===== config.mk =====
export PLATFORM = sky130hd
export DESIGN_NAME = trig_edge_qualifier
export DESIGN_NICKNAME = d
export VERILOG_FILES = /design/src/rtl/trig_qual_pkg.sv /design/src/rtl/trig_cfg_regs.sv /design/src/rtl/trig_edge_detect.sv /design/src/rtl/trig_qualifier.sv /design/src/rtl/trig_edge_qualifier.sv
export SDC_FILE = /design/constraint.sdc
export NUM_CORES = 1
export LEC_CHECK = 0
export BUFFER_PORTS_ARGS = -buffer_cell sky130_fd_sc_hd__buf_4
export CAP_MARGIN = 0
export CORE_MARGIN = 4
export CORE_UTILIZATION = 51
export DETAILED_ROUTE_END_ITERATION = 7
export GPL_ROUTABILITY_DRIVEN = 0
export PLACE_DENSITY_LB_ADDON = 0.2
export RECOVER_POWER = 25
export SLEW_MARGIN = 5
export SYNTH_ARGS = -nofsm -noshare
export SYNTH_HDL_FRONTEND = slang
export SYNTH_SLANG_ARGS = --single-unit
export TNS_END_PERCENT = 50

===== constraint.sdc =====
create_clock -name clk -period 1.8 [get_ports clk]
set_input_delay 0.45 -clock clk [delete_from_list [all_inputs] [get_ports clk]]
set_output_delay 0.45 -clock clk [all_outputs]
set_load 0.01 [all_outputs]

===== src/rtl/trig_qual_pkg.sv =====
package trig_qual_pkg;
  typedef enum logic { EDGE_RISE = 1'b0, EDGE_FALL = 1'b1 } edge_pol_e;
  typedef enum logic { COMB_ALL  = 1'b0, COMB_ANY  = 1'b1 } combine_e;

  localparam int unsigned ADDR_W    = 2;
  localparam logic [1:0]  ADDR_MASK = 2'd0;
  localparam logic [1:0]  ADDR_VAL  = 2'd1;
  localparam logic [1:0]  ADDR_CTRL = 2'd2;
endpackage


===== src/rtl/trig_cfg_regs.sv =====
module trig_cfg_regs
  import trig_qual_pkg::*;
#(
  parameter int unsigned NUM_IN = 8,
  parameter int unsigned SRC_W  = $clog2(NUM_IN),
  parameter int unsigned CFG_W  = NUM_IN
) (
  input  logic              clk,
  input  logic              rst_n,
  input  logic              cfg_we,
  input  logic [ADDR_W-1:0] cfg_addr,
  input  logic [CFG_W-1:0]  cfg_wdata,
  output logic [NUM_IN-1:0] chk_mask,
  output logic [NUM_IN-1:0] chk_val,
  output logic [SRC_W-1:0]  src_idx,
  output edge_pol_e         edge_pol,
  output combine_e          comb_mode
);
  localparam int unsigned POL_BIT  = SRC_W;
  localparam int unsigned MODE_BIT = SRC_W + 1;

  always_ff @(posedge clk) begin
    if (!rst_n) begin
      chk_mask  <= '0;
      chk_val   <= '0;
      src_idx   <= '0;
      edge_pol  <= EDGE_RISE;
      comb_mode <= COMB_ALL;
    end else if (cfg_we) begin
      case (cfg_addr)
        ADDR_MASK: chk_mask <= cfg_wdata[NUM_IN-1:0];
        ADDR_VAL:  chk_val  <= cfg_wdata[NUM_IN-1:0];
        ADDR_CTRL: begin
          src_idx   <= cfg_wdata[SRC_W-1:0];
          edge_pol  <= edge_pol_e'(cfg_wdata[POL_BIT]);
          comb_mode <= combine_e'(cfg_wdata[MODE_BIT]);
        end
        default: ;
      endcase
    end
  end

  // a mask write lands in the mask register
  assert_mask_write_R2: assert property (@(posedge clk) disable iff (!rst_n)
    (cfg_we && cfg_addr == ADDR_MASK) |=> (chk_mask == $past(cfg_wdata[NUM_IN-1:0])));

  // the unused address leaves every register alone
  assert_spare_addr_R2: assert property (@(posedge clk) disable iff (!rst_n)
    (cfg_we && cfg_addr == 2'd3) |=> ($stable(chk_mask) && $stable(chk_val) && $stable(src_idx)));
endmodule


===== src/rtl/trig_edge_detect.sv =====
module trig_edge_detect
  import trig_qual_pkg::*;
#(
  parameter int unsigned NUM_IN = 8
) (
  input  logic              clk,
  input  logic              rst_n,
  input  logic              samp_valid,
  input  logic [NUM_IN-1:0] samp_data,
  input  logic [NUM_IN-1:0] src_oh,
  input  edge_pol_e         edge_pol,
  output logic              edge_hit
);
  logic [NUM_IN-1:0] prev_q;
  logic              have_prev_q;
  logic              cur_bit, prv_bit;

  always_ff @(posedge clk) begin
    if (!rst_n) begin
      prev_q      <= '0;
      have_prev_q <= 1'b0;
    end else if (samp_valid) begin
      prev_q      <= samp_data;
      have_prev_q <= 1'b1;
    end
  end

  assign cur_bit = |(samp_data & src_oh);
  assign prv_bit = |(prev_q & src_oh);

  always_comb begin
    if (!have_prev_q)              edge_hit = 1'b0;
    else if (edge_pol == EDGE_RISE) edge_hit = cur_bit & ~prv_bit;
    else                            edge_hit = ~cur_bit & prv_bit;
  end

  // idle cycles keep the history
  assert_hist_hold_R10: assert property (@(posedge clk) disable iff (!rst_n)
    !samp_valid |=> ($stable(prev_q) && $stable(have_prev_q)));

  // history becomes available once a beat is accepted
  assert_hist_set_R5: assert property (@(posedge clk) disable iff (!rst_n)
    samp_valid |=> have_prev_q);
endmodule


===== src/rtl/trig_qualifier.sv =====
module trig_qualifier
  import trig_qual_pkg::*;
#(
  parameter int unsigned NUM_IN = 8
) (
  input  logic [NUM_IN-1:0] samp_data,
  input  logic [NUM_IN-1:0] chk_mask,
  input  logic [NUM_IN-1:0] chk_val,
  input  logic [NUM_IN-1:0] src_oh,
  input  combine_e          comb_mode,
  output logic              match
);
  logic [NUM_IN-1:0] chk_bits;
  logic [NUM_IN-1:0] hit_bits;

  for (genvar i = 0; i < NUM_IN; i++) begin : g_bit
    assign chk_bits[i] = chk_mask[i] & ~src_oh[i];
    assign hit_bits[i] = chk_bits[i] & (samp_data[i] == chk_val[i]);
  end

  always_comb begin
    if (comb_mode == COMB_ALL) match = (hit_bits == chk_bits);
    else                       match = (chk_bits == '0) || (|hit_bits);
  end
endmodule


===== src/rtl/trig_edge_qualifier.sv =====
module trig_edge_qualifier
  import trig_qual_pkg::*;
#(
  parameter int unsigned NUM_IN = 8
) (
  input  logic              clk,
  input  logic              rst_n,
  input  logic              cfg_we,
  input  logic [1:0]        cfg_addr,
  input  logic [NUM_IN-1:0] cfg_wdata,
  input  logic              samp_valid,
  input  logic [NUM_IN-1:0] samp_data,
  output logic              trig_out,
  output logic              qual_out
);
  localparam int unsigned SRC_W = $clog2(NUM_IN);

  logic [NUM_IN-1:0] chk_mask, chk_val, src_oh;
  logic [SRC_W-1:0]  src_idx;
  edge_pol_e         edge_pol;
  combine_e          comb_mode;
  logic              edge_hit, qual_now;

  trig_cfg_regs #(.NUM_IN(NUM_IN), .SRC_W(SRC_W), .CFG_W(NUM_IN)) u_regs (
    .clk(clk), .rst_n(rst_n), .cfg_we(cfg_we), .cfg_addr(cfg_addr),
    .cfg_wdata(cfg_wdata), .chk_mask(chk_mask), .chk_val(chk_val),
    .src_idx(src_idx), .edge_pol(edge_pol), .comb_mode(comb_mode)
  );

  for (genvar i = 0; i < NUM_IN; i++) begin : g_src
    assign src_oh[i] = (src_idx == SRC_W'(i));
  end

  trig_edge_detect #(.NUM_IN(NUM_IN)) u_edge (
    .clk(clk), .rst_n(rst_n), .samp_valid(samp_valid), .samp_data(samp_data),
    .src_oh(src_oh), .edge_pol(edge_pol), .edge_hit(edge_hit)
  );

  trig_qualifier #(.NUM_IN(NUM_IN)) u_qual (
    .samp_data(samp_data), .chk_mask(chk_mask), .chk_val(chk_val),
    .src_oh(src_oh), .comb_mode(comb_mode), .match(qual_now)
  );

  always_ff @(posedge clk) begin
    if (!rst_n) begin
      trig_out <= 1'b0;
      qual_out <= 1'b0;
    end else begin
      trig_out <= samp_valid & edge_hit & qual_now;
      if (samp_valid) qual_out <= qual_now;
    end
  end

  // the trigger never lasts two cycles
  assert_trig_single_R9: assert property (@(posedge clk) disable iff (!rst_n)
    trig_out |=> !trig_out);

  // a trigger always comes with a true qualifier for the same beat
  assert_trig_qual_R9: assert property (@(posedge clk) disable iff (!rst_n)
    trig_out |-> qual_out);

  // no trigger without an accepted beat
  assert_trig_beat_R10: assert property (@(posedge clk) disable iff (!rst_n)
    trig_out |-> $past(samp_valid));

  // qualifier output held across idle cycles
  assert_qual_hold_R10: assert property (@(posedge clk) disable iff (!rst_n)
    !samp_valid |=> $stable(qual_out));
endmodule


# Yosys cells after proc, flatten, opt, wreduce, memory -nomap -nowiden

Cells that the tools add are included.

Register bits after elaboration: 32
Word-level logic and storage cells: 72
Memories kept: 0
Latch bits: 0
RAM bits: 0
Input bits: 22
ROM bits: 0

Multipliers: 0
Div/mod/pow operators: 0
Eq/ne operators: 18
$lt $le $gt $ge: 0
Reduce and logical (&&, ||, !) cells: 10
Bitwise logic cells: 32
Shift-type cells: 0
Multiplexer cells: 3
Add/subtract/negate cells: 0

Operators with widths:

| cell                                                 | count |
|---|---|
| OR reduction 8 bit                                   | 3 |
| AND 1 bit                                            | 20 |
| AND 8 bit                                            | 2 |
| equality test 3 bit (second input constant)          | 4 |
| inverter 1 bit                                       | 10 |
| equality test 1 bit                                  | 8 |
| equality test 8 bit                                  | 1 |
| logical NOT 8 bit                                    | 1 |
| equality test 3 x 2 -> 1 bit (second input constant) | 2 |
| AND reduction 2 bit                                  | 3 |
| equality test 3 x 1 -> 1 bit (second input constant) | 1 |
| logical NOT 3 bit                                    | 1 |
| 2-to-1 mux 1 bit                                     | 3 |
| equality test 2 x 1 -> 1 bit (second input constant) | 1 |
| equality test 2 bit (second input constant)          | 1 |
| logical NOT 2 bit                                    | 1 |
| logical OR 1 bit                                     | 1 |

# Logic depth before layout (Yosys ltp)

Gate-level depths: netlist of run 1.

Depth after elaboration: 9
Mapped depth: 7

# Cells and area by module

A second synthesis of run 1 with hierarchy kept.

Cells, all modules: 169
Area total of the unflattened synthesis: 1635.3 µm²

Modules (own cells, without submodules):

| module              | times used | cells an instance | area an instance (µm²) |
|---|---|---|---|
| trig_cfg_regs       | 1          | 79                | 794.5 |
| trig_edge_detect    | 1          | 40                | 416.6 |
| trig_qualifier      | 1          | 36                | 296.5 |
| trig_edge_qualifier | 1          | 14                | 127.6 |

# Least setup slack after synthesis of run 1

OpenSTA, ideal clock, no wires.

Path type: register -> register
Start point: register u_regs.src_idx[0]
End point: register qual_out
Stages on the path, launching flop included: 7
Path slack: -0.022 ns
Arrival time: 1.718 ns
Path buffers: 1
Library setup time: 0.103 ns
Period minus slack after synthesis: 1.822 ns
Required time: 1.697 ns
Path through: dfxtp_1 buf_4 or3b_1 o221a_1 nor4_1 nor4_1 a2111oi_2

Longest elaborated chain between the ends: 7
Elaborated cells between the ends (all ways): 37
Those cells by class: eq/ne (8); mux (1); bitwise (24); reduce/logical (4)

RTL lines:

| what                                                       | line                      | source |
|---|---|---|
| start: declaration                                         | trig_cfg_regs.sv:15       | `output logic [SRC_W-1:0] src_idx,` |
| start signal: assignment                                   | trig_cfg_regs.sv:34       | `src_idx <= cfg_wdata[SRC_W-1:0];` |
| equality test 3 x 1 -> 1 bit, or another cell as far along | trig_edge_qualifier.sv:31 | `assign src_oh[i] = (src_idx == SRC_W'(i));` |
| inverter 1 bit                                             | trig_qualifier.sv:17      | `assign chk_bits[i] = chk_mask[i] & ~src_oh[i];` |
| AND 1 bit                                                  | trig_qualifier.sv:17      |  |
| AND 1 bit                                                  | trig_qualifier.sv:18      | `assign hit_bits[i] = chk_bits[i] & (samp_data[i] == chk_val[i]);` |
| OR reduction 8 bit                                         | trig_qualifier.sv:23      | `else match = (chk_bits == '0) \|\| (\|hit_bits);` |
| logical OR 1 bit                                           | trig_qualifier.sv:23      |  |
| 2-to-1 mux 1 bit (*)                                       | trig_qualifier.sv:22      | `if (comb_mode == COMB_ALL) match = (hit_bits == chk_bits);` |
| end signal: assignment                                     | trig_edge_qualifier.sv:50 | `if (samp_valid) qual_out <= qual_now;` |
| end: declaration                                           | trig_edge_qualifier.sv:14 | `output logic qual_out` |

Every way passes the cells marked *; elsewhere a longest branch is shown, timed or not.
A chain may end at the register's enable or synchronous reset.

# Worst setup path after layout of run 1

Start point: register u_regs.src_idx[1]
End point: register qual_out

Same word-level chain as after synthesis.

==> out/summary.json, run 1 <==
{
  "detail_route.first_pass.iterations": {"value": 4},
  "netlist_instances": {"value": 185},
  "gr_ovfl_total": {"value": 0},
  "grt_usage": {"value": 21.2, "unit": "%"},
  "clock_skew": {"value": 9.06, "unit": "ps"},
  "report.final.setup_viol": {"value": 1},
  "drt_first_iter_violations": {"value": 135},
  "cp.buffers_inverters": {"value": 0},
  "cts_tree": {"value": "built"},
  "initial_core_util": {"value": 54.5, "unit": "%"},
  "synth_area_leaders": {"value": "dfxtp_1 38%, mux2i_1 20%, nor2_1 8.2%"},
  "timing_worst_setup_path_type": {"value": "reg -> reg"},
  "placement.io_buffers": {"value": 23},
  "syn_area": {"value": 1690, "unit": "um^2"},
  "placementRows": {"value": 20},
  "setup_slack": {"value": -114, "unit": "ps"},
  "layout_commonest_cell": {"value": "nor2_1"},
  "min-delay-start": {"value": "cfg_wdata[5]"},
  "max-clock-path-buffers": {"value": 2},
  "hpwlAfterDp": {"value": 3.11, "unit": "mm"},
  "leakage": {"value": 0.883, "unit": "nW"},
  "slowest_stage": {"value": "or4_1"},
  "post-place-cells": {"value": 254},
  "worst_slew_pin_slew": {"value": 416, "unit": "ps"},
  "r2r_setup_slk": {"value": -110, "unit": "ps"},
  "rsz0062_at_grt": {"value": "true"},
  "post_dp_cell_area": {"value": 1970, "unit": "um^2"},
  "layout_cells_sized_above_1": {"value": 26.1, "unit": "%"},
  "vias_in_the_first_global_route": {"value": 1442},
  "sum_of_routed_wire_length_over_all_layers": {"value": 4.15, "unit": "mm"},
  "largest_net_degree_at_the_start_of_global_routing": {"value": 32},
  "avgSynthCellArea": {"value": 9.14, "unit": "um^2"},
  "ys_seq_area_share": {"value": 37.9, "unit": "%"},
  "p_per_area": {"value": 694, "unit": "nW/um^2"},
  "yosysTopAreaCellShare": {"value": 37.9, "unit": "%"},
  "post_synth_num_cell_types": {"value": 41},
  "timing.critical_path.mode_cell": {"value": "nor4_2"},
  "ioPinCount": {"value": 24},
  "dieHeight": {"value": 65.6, "unit": "um"},
  "final_period_minus_worst_setup_slack": {"value": 1910, "unit": "ps"},
  "clockRootBuffer": {"value": "clkbuf_4"},
  "number_of_flops_mapped_to_enable_cells_by_yosys": {"value": 0},
  "critical_path.max_fanout": {"value": 11},
  "grt_antenna_before_repair": {"value": 0},
  "hold_slack": {"value": 354, "unit": "ps"},
  "area_growth_syn_to_fin": {"value": 21.7, "unit": "%"},
  "nNetsFinal": {"value": 239},
  "post-route-util": {"value": 66.4, "unit": "%"},
  "status": {"value": "finished with violations"},
  "ys_async_sr_fraction": {"value": 0, "unit": "%"},
  "path_type_of_the_worst_min_delay_path": {"value": "in -> reg"},
  "ff2ff_path_depth": {"value": 5},
  "worstPathCellList": {"value": "or4_1 -> o311a_1 -> nor4_2 -> nor4_2 -> a2111oi_2"},
  "whs_path_depth": {"value": 3},
  "setup_tns": {"value": -114, "unit": "ps"},
  "fin_crit_sh": {"value": 106, "unit": "%"},
  "regToRegStartpoint": {"value": "u_regs.src_idx[1]$_SDFFE_PN0P_"},
  "cts_hold_repair.buffers": {"value": 0},
  "mappedNetlistNets": {"value": 207},
  "top_family_by_delay_on_critical_path": {"value": "simple AND/OR/NAND/NOR gates"},
  "worstReg2RegEnd": {"value": "qual_out$_SDFFE_PN0P_"},
  "clkLatencyLatePin": {"value": 340, "unit": "ps"},
  "final_cells": {"value": 262},
  "post-route-drc-count": {"value": 0},
  "cts_sinks": {"value": 32},
  "failed_checks": {"value": "negative setup slack"},
  "critical-path-max-stage-delay": {"value": 510, "unit": "ps"},
  "most-common-layout-cells": {"value": "37 x nor2_1, 36 x buf_4, 33 x mux2i_1"},
  "dieArea": {"value": 4300, "unit": "um^2"},
  "timing.critical_path.to_type": {"value": "flop"},
  "irDropWorstVdd": {"value": 0.000446, "unit": "V"},
  "h-tree-depth": {"value": 2},
  "max_clock_freq": {"value": 523, "unit": "MHz"},
  "cts.repair_timing.setup_buffer_count": {"value": 0},
  "holdPathEnd": {"value": "u_regs.chk_val[5]$_SDFFE_PN0P_"},
  "global_route_wire_length_before_repair": {"value": 6.81, "unit": "mm"},
  "finalHoldViolations": {"value": 0},
  "ys_dominant_reg_cell": {"value": "dfxtp_1"},
  "route.vias.total": {"value": 1511},
  "die_width": {"value": 65.6, "unit": "um"},
  "worst-endpoint-required": {"value": 2020, "unit": "ps"},
  "cts_inserted_buffers": {"value": 5},
  "crit_path_start_kind": {"value": "flop"},
  "slew-limit-headroom": {"value": 72.2, "unit": "%"},
  "coreArea": {"value": 3100, "unit": "um^2"},
  "final_antenna_net_count": {"value": 0},
  "final_design_area_no_fill": {"value": 2060, "unit": "um^2"},
  "detail_route.vias_per_cell": {"value": 5.77},
  "seq_cells_post_synth": {"value": 32},
  "synth-warning-count": {"value": 0},
  "diodes": {"value": 0},
  "clock_slew_seen_by_the_registers_of_the_worst_setup_and_hold_paths": {"value": 90, "unit": "ps"},
  "wire_per_inst": {"value": 15.8, "unit": "um"},
  "worst_ep_arrival_time": {"value": 2130, "unit": "ps"},
  "max-cap-violations": {"value": 0},
  "final-max-slew-violation-count": {"value": 0},
  "synthDominantAreaCellType": {"value": "dfxtp_1"}
}
metal layers:
layer / GRT usage, % / part of all wire (%)
met1: 25.5 / 41
met5: 0 / 0
met3: 5.81 / 6.7
met4: 10.1 / 3.1
met2: 34.6 / 49
logic make-up after synthesis:
logic type                count (synthesis)  share of synthesized area, %
and+or+nand+nor                          73                          20.9
muxes                                    36                          22.8
DFF                                      32                          37.9
AOI/OAI and AO/OA                        21                          10.4
buffers and inverters                    15                          3.85
xor gates and xnor gates                  8                          4.14
report_power, final:
part           total [mW]  leakage (nW)  switching [mW]  internal [mW]
logic               0.242         0.587           0.117          0.125
clock network       0.422        0.0326           0.229          0.192
registers           0.765         0.264          0.0277          0.737
worst max-delay path by stage:
stage / start / to / slack (ps) / cells past startpoint
after floorplan: u_regs.src_idx[0]$_SDFFE_PN0P_ / qual_out$_SDFFE_PN0P_ / 30 / 6
final: u_regs.src_idx[1]$_SDFFE_PN0P_ / qual_out$_SDFFE_PN0P_ / -110 / 5
after CTS: u_regs.src_idx[0]$_SDFFE_PN0P_ / qual_out$_SDFFE_PN0P_ / -110 / 5
after global routing: u_regs.src_idx[1]$_SDFFE_PN0P_ / qual_out$_SDFFE_PN0P_ / -220 / 5
after global placement: u_regs.src_idx[1]$_SDFFE_PN0P_ / qual_out$_SDFFE_PN0P_ / -70 / 6
after detailed placement: u_regs.src_idx[1]$_SDFFE_PN0P_ / qual_out$_SDFFE_PN0P_ / -180 / 6
Yosys cell counts (2+ instances only):
library cell / count
o211ai_1: 2
nand3_1: 7
nand3b_1: 5
a311oi_1: 3
o22a_1: 2
nand2_1: 7
mux2i_1: 34
o21ai_0: 2
mux4_2: 2
xnor2_1: 6
or2_2: 3
nor4_1: 3
clkbuf_1: 5
nand2b_1: 3
buf_2: 4
buf_1: 2
dfxtp_1: 32
xor2_1: 2
nor2_1: 37
inv_1: 3
worst min-delay path, cell delays in order:
cell and delay, ps:
buf_4 80, mux2i_1 50, nor2_1 70
per-stage QoR:
step           worst slack, ps  power [mW]
2_1_floorplan             32.0       0.918
3_3_place_gp             -74.6        1.00
3_5_place_dp              -178        1.01
4_1_cts                   -107        1.44
5_1_grt                   -218        1.50
6_report                  -114        1.43
area by class of cell:
| cell class | instances | area [um^2] |
|---|---|---|
| fill | 278 | 1040 |
| tap | 44 | 55.1 |
| clock buffer | 8 | 58.8 |
| inverter | 3 | 11.3 |
| sequential | 32 | 649 |
| timing repair buffer | 37 | 274 |
| multi-input combinational | 138 | 1010 |
what timing repair did:
action                     4_1_cts  5_1_grt
setup endpoints to repair        2        2
hold endpoints to repair         0        0
gates resized for setup          5        4
cloned                           0        0
pin swaps                        0        3
state kept, by name (all words and copies together), names as in the netlist:
name,flops
u_regs.edge_pol,1
u_regs.src_idx,3
qual_out,1
u_regs.comb_mode,1
u_edge.have_prev_q,1
u_regs.chk_val,8
u_regs.chk_mask,8
trig_out,1
u_edge.prev_q,8
(Power assumes the default switching activity.)
==> run 2, diff against run 1 <==
- CORE_UTILIZATION: 51 -> 50
- SKIP_CTS_REPAIR_TIMING: unset -> 1
- SYNTH_HIERARCHICAL: unset -> 1
==> run 2 against run 1 <==
Effect of this change:
- the flow now finishes without violations
- wire length shrank 13%
- sequential share of layout area grew 1.9 points
- synthesized cell count shrank 8.6%
- non-clock buffer count shrank 11
- critical endpoint is now trig_out$_SDFF_PN0_
- highest routed layer unchanged
- synthesized area shrank 3.3%
- largest cell class unchanged
==> out/summary.json, run 2 <==
{
  "leakage": {"value": 0.847, "unit": "nW"},
  "max-clock-path-buffers": {"value": 2},
  "cts_sinks": {"value": 32},
  "syn_area": {"value": 1640, "unit": "um^2"},
  "placement.io_buffers": {"value": 23},
  "finalHoldViolations": {"value": 0},
  "final-max-slew-violation-count": {"value": 0},
  "avgSynthCellArea": {"value": 9.68, "unit": "um^2"},
  "placementRows": {"value": 20},
  "gr_ovfl_total": {"value": 0},
  "report.final.setup_viol": {"value": 0},
  "synth-warning-count": {"value": 6},
  "timing_worst_setup_path_type": {"value": "reg -> reg"},
  "final_antenna_net_count": {"value": 0},
  "max-cap-violations": {"value": 0},
  "synth_area_leaders": {"value": "dfxtp_1 39%, mux2i_1 18%, nand2_1 6.9%"},
  "crit_path_start_kind": {"value": "flop"},
  "diodes": {"value": 0},
  "ys_seq_area_share": {"value": 39.2, "unit": "%"},
  "cts_inserted_buffers": {"value": 5},
  "vias_in_the_first_global_route": {"value": 1312},
  "worst-endpoint-required": {"value": 2080, "unit": "ps"},
  "layout_cells_sized_above_1": {"value": 25.0, "unit": "%"},
  "drt_first_iter_violations": {"value": 58},
  "ys_dominant_reg_cell": {"value": "dfxtp_1"},
  "final_design_area_no_fill": {"value": 1950, "unit": "um^2"},
  "post-route-util": {"value": 62.8, "unit": "%"},
  "fin_crit_sh": {"value": 98.6, "unit": "%"},
  "yosys.cell_count.top_type": {"value": "dfxtp_1"},
  "worst_slew_pin_slew": {"value": 466, "unit": "ps"},
  "sum_of_routed_wire_length_over_all_layers": {"value": 3.61, "unit": "mm"},
  "hpwlAfterDp": {"value": 2.76, "unit": "mm"},
  "grt_usage": {"value": 18.3, "unit": "%"},
  "die_width": {"value": 65.2, "unit": "um"},
  "seq_cells_post_synth": {"value": 32},
  "mappedNetlistNets": {"value": 191},
  "max_clock_freq": {"value": 563, "unit": "MHz"},
  "dieHeight": {"value": 65.2, "unit": "um"},
  "cts_tree": {"value": "built"},
  "dieArea": {"value": 4250, "unit": "um^2"},
  "largest_net_degree_at_the_start_of_global_routing": {"value": 41},
  "most-common-layout-cells": {"value": "30 x nand2_1, 30 x mux2i_1, 29 x dfxtp_1"},
  "critical_path.max_fanout": {"value": 9},
  "seqCellArea": {"value": 652, "unit": "um^2"},
  "clockRootBuffer": {"value": "clkbuf_4"},
  "synthDominantAreaCellType": {"value": "dfxtp_1"},
  "initial_core_util": {"value": 52.7, "unit": "%"},
  "clock_skew": {"value": 7.98, "unit": "ps"},
  "ys_async_sr_fraction": {"value": 0, "unit": "%"},
  "rsz0062_at_grt": {"value": "true"},
  "post_synth_num_cell_types": {"value": 35},
  "fill_cells": {"value": 284},
  "multi_input_comb_area": {"value": 1000, "unit": "um^2"},
  "worst_ep_arrival_time": {"value": 2050, "unit": "ps"},
  "path_type_of_the_worst_min_delay_path": {"value": "in -> reg"},
  "grt_antenna_before_repair": {"value": 0},
  "global_route_wire_length_before_repair": {"value": 5.95, "unit": "mm"},
  "clkLatencyLatePin": {"value": 330, "unit": "ps"},
  "route.vias.total": {"value": 1318},
  "clock_slew_seen_by_the_registers_of_the_worst_setup_and_hold_paths": {"value": 100, "unit": "ps"},
  "h-tree-depth": {"value": 2},
  "netlist_instances": {"value": 169},
  "synth.cells.most_frequent": {"value": "32 x dfxtp_1, 30 x mux2i_1, 30 x nand2_1, 16 x nor2b_1, 9 x a22oi_1"},
  "area_growth_syn_to_fin": {"value": 19.1, "unit": "%"},
  "status": {"value": "completed"},
  "top_regs": {"value": "u_edge/prev_q (8), u_regs/chk_mask (8), u_regs/chk_val (8)"},
  "yosysTopAreaCellShare": {"value": 39.2, "unit": "%"},
  "timing.critical_path.to_type": {"value": "flop"},
  "post_dp_cell_area": {"value": 1850, "unit": "um^2"},
  "detail_route.first_pass.iterations": {"value": 4},
  "number_of_flops_mapped_to_enable_cells_by_yosys": {"value": 0},
  "irDropWorstVdd": {"value": 0.000416, "unit": "V"},
  "ioPinCount": {"value": 24},
  "post-route-drc-count": {"value": 0},
  "detail_route.vias_per_cell": {"value": 5.49},
  "wire_per_inst": {"value": 15.1, "unit": "um"},
  "coreArea": {"value": 3100, "unit": "um^2"},
  "slew-limit-headroom": {"value": 68.9, "unit": "%"},
  "nNetsFinal": {"value": 218},
  "p_per_area": {"value": 689, "unit": "nW/um^2"},
  "final_period_minus_worst_setup_slack": {"value": 1780, "unit": "ps"}
}
run 2: cell types whose count changed after synthesis, moves of 6 or more:
| cell | delta |
|---|---|
| nand3_1 | -6 |
| nand2_1 | +23 |
| nor3b_1 | +6 |
| nor2_1 | -36 |
| a22oi_1 | +9 |
| nor2b_1 | +16 |
run 2: cell type report:
class | instances | share of cell area, %
Tap cell | 44 | 2.83
Sequential cell | 32 | 33.5
Clock inverter | 1 | 0.257
Clock buffer | 6 | 2.12
Multi-Input combinational cell | 131 | 51.3
Timing Repair Buffer | 26 | 10.0
run 2: worst paths after layout:
path	startpoint	to	slack, ps	depth (start not counted)
worst max-delay path	u_regs/src_idx[1]$_SDFFE_PN0P_	trig_out$_SDFF_PN0_	20	6
worst min-delay path	cfg_wdata[5]	u_regs/chk_val[5]$_SDFFE_PN0P_	390	3
worst max register to register	u_regs/src_idx[1]$_SDFFE_PN0P_	trig_out$_SDFF_PN0_	20	6
worst min register to register	u_edge/have_prev_q$_SDFFE_PN0P_	u_edge/have_prev_q$_SDFFE_PN0P_	460	1
run 2: per-layer routing:
metal  track usage, %  part of all wire [%]
met1             23.4                    45
met2             29.1                    47
met3             6.32                   7.0
met4             5.18                  0.75
met5                0                     0
run 2: cell families (layout without fill, tap and decap cells):
family,count (synthesis),after routing,share of synthesized area (%)
buffers and inverters,6,33,2.14
and+or+nand+nor,74,74,26.4
muxes,30,30,18.4
AOI/OAI and AO/OA,19,19,9.18
DFF,32,32,39.2
xor gates and xnor gates,8,8,4.74
run 2: power breakdown:
part | leakage [nW] | internal (mW) | switching, mW
clock network | 0.0281 | 0.143 | 0.227
logic | 0.555 | 0.110 | 0.0978
registers | 0.264 | 0.737 | 0.0274
run 2: critical path: stages (launching register included):
cell      delay (ps)
dfxtp_4          430
nor3b_2          260
a22oi_1          140
and4_1           240
or3_1            340
a21boi_1         120
and4_1           190
run 2: per-stage QoR:
step | instances | setup WS (ps) | hold WS, ps | total power, mW | setup TNS, ps
6_report | 240 | 24.4 | 389 | 1.34 | 0
5_1_grt | 240 | -69.1 | 381 | 1.41 | -124
4_1_cts | 240 | -128 | 377 | 1.35 | -224
3_5_place_dp | 233 | -74.3 | 443 | 0.983 | -140
3_3_place_gp | 233 | -74.3 | 446 | 0.975 | -79.7
2_1_floorplan | 169 | 47.3 | 422 | 0.903 | 0
==> run 3, diff against run 2 <==
- ABC_AREA: unset -> 1
- CORE_UTILIZATION: 50 -> 52
- SETUP_SLACK_MARGIN: unset -> 0.4
==> run 3 against run 2 <==
Effect of this change:
- synthesized cell count up 100%
- sequential power rose by 3%
- non-clock buffer count is 3 higher
- die area increased by 13%
- clock-buffer cell count unchanged
- register-to-register slack better by 160 ps
- largest cell class unchanged
==> out/summary.json, run 3 <==
{
  "worst_slew_pin_slew": {"value": 619, "unit": "ps"},
  "h-tree-depth": {"value": 2},
  "max-cap-violations": {"value": 0},
  "number_of_flops_mapped_to_enable_cells_by_yosys": {"value": 0},
  "fin_crit_sh": {"value": 89.5, "unit": "%"},
  "nNetsFinal": {"value": 390},
  "timing.critical_path.mode_cell": {"value": "nand2_1"},
  "dieHeight": {"value": 69.4, "unit": "um"},
  "status": {"value": "completed"},
  "placement.io_buffers": {"value": 23},
  "worstSetupEndpoint": {"value": "qual_out$_SDFFE_PN0P_"},
  "p_per_area": {"value": 744, "unit": "nW/um^2"},
  "slew-limit-headroom": {"value": 58.7, "unit": "%"},
  "fill_cells": {"value": 364},
  "sum_of_routed_wire_length_over_all_layers": {"value": 4.63, "unit": "mm"},
  "drt_first_iter_violations": {"value": 143},
  "detail_route.first_pass.iterations": {"value": 4},
  "rsz0062_at_grt": {"value": "true"},
  "ys_async_sr_fraction": {"value": 0, "unit": "%"},
  "ff2ff_path_depth": {"value": 10},
  "synth-warning-count": {"value": 6},
  "post-route-drc-count": {"value": 0},
  "diodes": {"value": 0},
  "placementRows": {"value": 22},
  "coreArea": {"value": 3660, "unit": "um^2"},
  "worst_ep_arrival_time": {"value": 1780, "unit": "ps"},
  "worstPathCellList": {"value": "nor3_2 -> nor2_1 -> nand3_1 -> nand2_1 -> nor2_1 -> nand3_1 -> nand2_1 -> nand2_1 -> nand2_2 -> a21oi_2"},
  "seq_cells_post_synth": {"value": 32},
  "critical-path-max-stage-delay": {"value": 400, "unit": "ps"},
  "final_period_minus_worst_setup_slack": {"value": 1610, "unit": "ps"},
  "path_type_of_the_worst_min_delay_path": {"value": "in -> reg"},
  "final-max-slew-violation-count": {"value": 0},
  "final_total_power": {"value": 1.78, "unit": "mW"},
  "timing_worst_setup_path_type": {"value": "reg -> reg"},
  "layout_commonest_cell": {"value": "nand2_1"},
  "critical_path.max_fanout": {"value": 6},
  "clkLatencyLatePin": {"value": 280, "unit": "ps"},
  "seqCellArea": {"value": 652, "unit": "um^2"},
  "cts_tree": {"value": "built"},
  "regToRegStartpoint": {"value": "u_regs/src_idx[2]$_SDFFE_PN0P_"},
  "timing.critical_path.from": {"value": "u_regs/src_idx[2]$_SDFFE_PN0P_"},
  "top_family_by_delay_on_critical_path": {"value": "simple AND/OR/NAND/NOR gates"},
  "ys_dominant_reg_cell": {"value": "dfxtp_1"},
  "yosys.cell_count.top_type": {"value": "nand2_1"},
  "vias_in_the_first_global_route": {"value": 1771},
  "grt_usage": {"value": 19.8, "unit": "%"},
  "slowest_stage": {"value": "dfxtp_4"},
  "initial_core_util": {"value": 53.6, "unit": "%"},
  "setup_tns": {"value": 0, "unit": "ps"},
  "crit_path_start_kind": {"value": "flop"},
  "max-clock-path-buffers": {"value": 2},
  "r2r_setup_slk": {"value": 190, "unit": "ps"},
  "avgSynthCellArea": {"value": 5.78, "unit": "um^2"},
  "wire_per_inst": {"value": 11.1, "unit": "um"},
  "leakage": {"value": 1.25, "unit": "nW"},
  "timing.critical_path.to_type": {"value": "flop"},
  "post_synth_num_cell_types": {"value": 23},
  "die_width": {"value": 69.4, "unit": "um"},
  "area_growth_syn_to_fin": {"value": 22.0, "unit": "%"},
  "gr_ovfl_total": {"value": 0},
  "multi_input_comb_area": {"value": 1090, "unit": "um^2"},
  "synthDominantAreaCellType": {"value": "dfxtp_1"},
  "route.vias.total": {"value": 2014},
  "most-common-layout-cells": {"value": "104 x nand2_1, 65 x nor2_1, 59 x inv_1"},
  "cp_num_cells": {"value": 10},
  "finalHoldViolations": {"value": 0},
  "synth_area_leaders": {"value": "dfxtp_1 33%, nand2_1 20%, nor2_1 12%"},
  "top_regs": {"value": "u_edge/prev_q (8), u_regs/chk_mask (8), u_regs/chk_val (8)"},
  "dieArea": {"value": 4820, "unit": "um^2"},
  "post-place-cells": {"value": 403},
  "netlist_instances": {"value": 339},
  "cp.buffers_inverters": {"value": 0},
  "clock_skew": {"value": 6.65, "unit": "ps"},
  "clockRootBuffer": {"value": "clkbuf_8"},
  "hpwlAfterDp": {"value": 3.27, "unit": "mm"},
  "yosysTopAreaCellShare": {"value": 32.7, "unit": "%"},
  "layout_cells_sized_above_1": {"value": 19.0, "unit": "%"},
  "cts_sinks": {"value": 32},
  "cts_inserted_buffers": {"value": 5},
  "worst-endpoint-required": {"value": 1970, "unit": "ps"},
  "global_route_wire_length_before_repair": {"value": 7.83, "unit": "mm"},
  "worstReg2RegEnd": {"value": "qual_out$_SDFFE_PN0P_"},
  "irDropWorstVdd": {"value": 0.000450, "unit": "V"},
  "final_cells": {"value": 417},
  "ys_seq_area_share": {"value": 32.7, "unit": "%"},
  "report.final.setup_viol": {"value": 0},
  "detail_route.vias_per_cell": {"value": 4.83},
  "ioPinCount": {"value": 24},
  "syn_area": {"value": 1960, "unit": "um^2"},
  "clock_slew_seen_by_the_registers_of_the_worst_setup_and_hold_paths": {"value": 70, "unit": "ps"},
  "synth.cells.most_frequent": {"value": "106 x nand2_1, 65 x nor2_1, 59 x inv_1, 32 x dfxtp_1, 19 x nand3_1"},
  "mappedNetlistNets": {"value": 361},
  "post-route-util": {"value": 65.3, "unit": "%"},
  "final_antenna_net_count": {"value": 0},
  "largest_net_degree_at_the_start_of_global_routing": {"value": 33},
  "grt_antenna_before_repair": {"value": 0},
  "max_clock_freq": {"value": 621, "unit": "MHz"}
}
[run 3: worst min path at each step]
stage | slack (ps) | cells past startpoint | to | from
after floorplan | 430 | 1 | u_edge/have_prev_q$_SDFFE_PN0P_ | u_edge/have_prev_q$_SDFFE_PN0P_
after global placement | 440 | 1 | u_edge/have_prev_q$_SDFFE_PN0P_ | u_edge/have_prev_q$_SDFFE_PN0P_
after detailed placement | 450 | 2 | qual_out$_SDFFE_PN0P_ | qual_out$_SDFFE_PN0P_
after CTS | 400 | 3 | u_regs/chk_val[6]$_SDFFE_PN0P_ | cfg_wdata[6]
after global routing | 420 | 3 | u_regs/src_idx[2]$_SDFFE_PN0P_ | cfg_wdata[2]
final | 410 | 3 | u_regs/chk_val[6]$_SDFFE_PN0P_ | cfg_wdata[6]
[run 3: area by class of cell]
cell class | count | share of cell area, %
clock buffers | 6 | 3.04
multi-input cells | 233 | 45.7
inverters | 67 | 10.8
repair buffers | 29 | 9.16
well taps | 48 | 2.51
flip-flops and latches | 32 | 27.3
clock inverters | 2 | 1.47
[run 3: power breakdown]
part           total [mW]  switching, mW  internal, mW
clock network       0.676          0.265         0.411
logic               0.319          0.194         0.126
registers           0.784         0.0356         0.748
[run 3: stage by stage]
stage                     worst slack, ps  cell area (um^2)  hold slack [ps]
after CTS                             157              2310              402
after global routing                 40.9              2390              416
after global placement                158              2200              445
final                                 189              2390              407
after floorplan                       418              2020              428
after detailed placement              189              2200              450
[run 3: logic make-up after synthesis]
logic type | share of synthesized area, %
AOI/OAI and AO/OA | 5.74
DFF | 32.7
and+or+nand+nor | 46.3
buffers and inverters | 15.3
[run 3: worst reg2reg max path, delay by kind of cell, from the launching register on]
family	cells	cell delay (ps)
and+or+nand+nor	9	1080
DFF	1	400
AOI/OAI and AO/OA	1	50
[run 3: layer usage]
| metal | track usage, % | vias up | part of all wire [%] | routed length, um |
|---|---|---|---|---|
| met3 | 5.65 | 8 | 6.2 | 287 |
| met2 | 31.6 | 50 | 46 | 2150 |
| met4 | 6.29 | 0 | 1.3 | 59 |
| met5 | 0 | - | 0 | 0 |
| li1 | - | 1060 | - | - |
| met1 | 25.7 | 896 | 46 | 2130 |
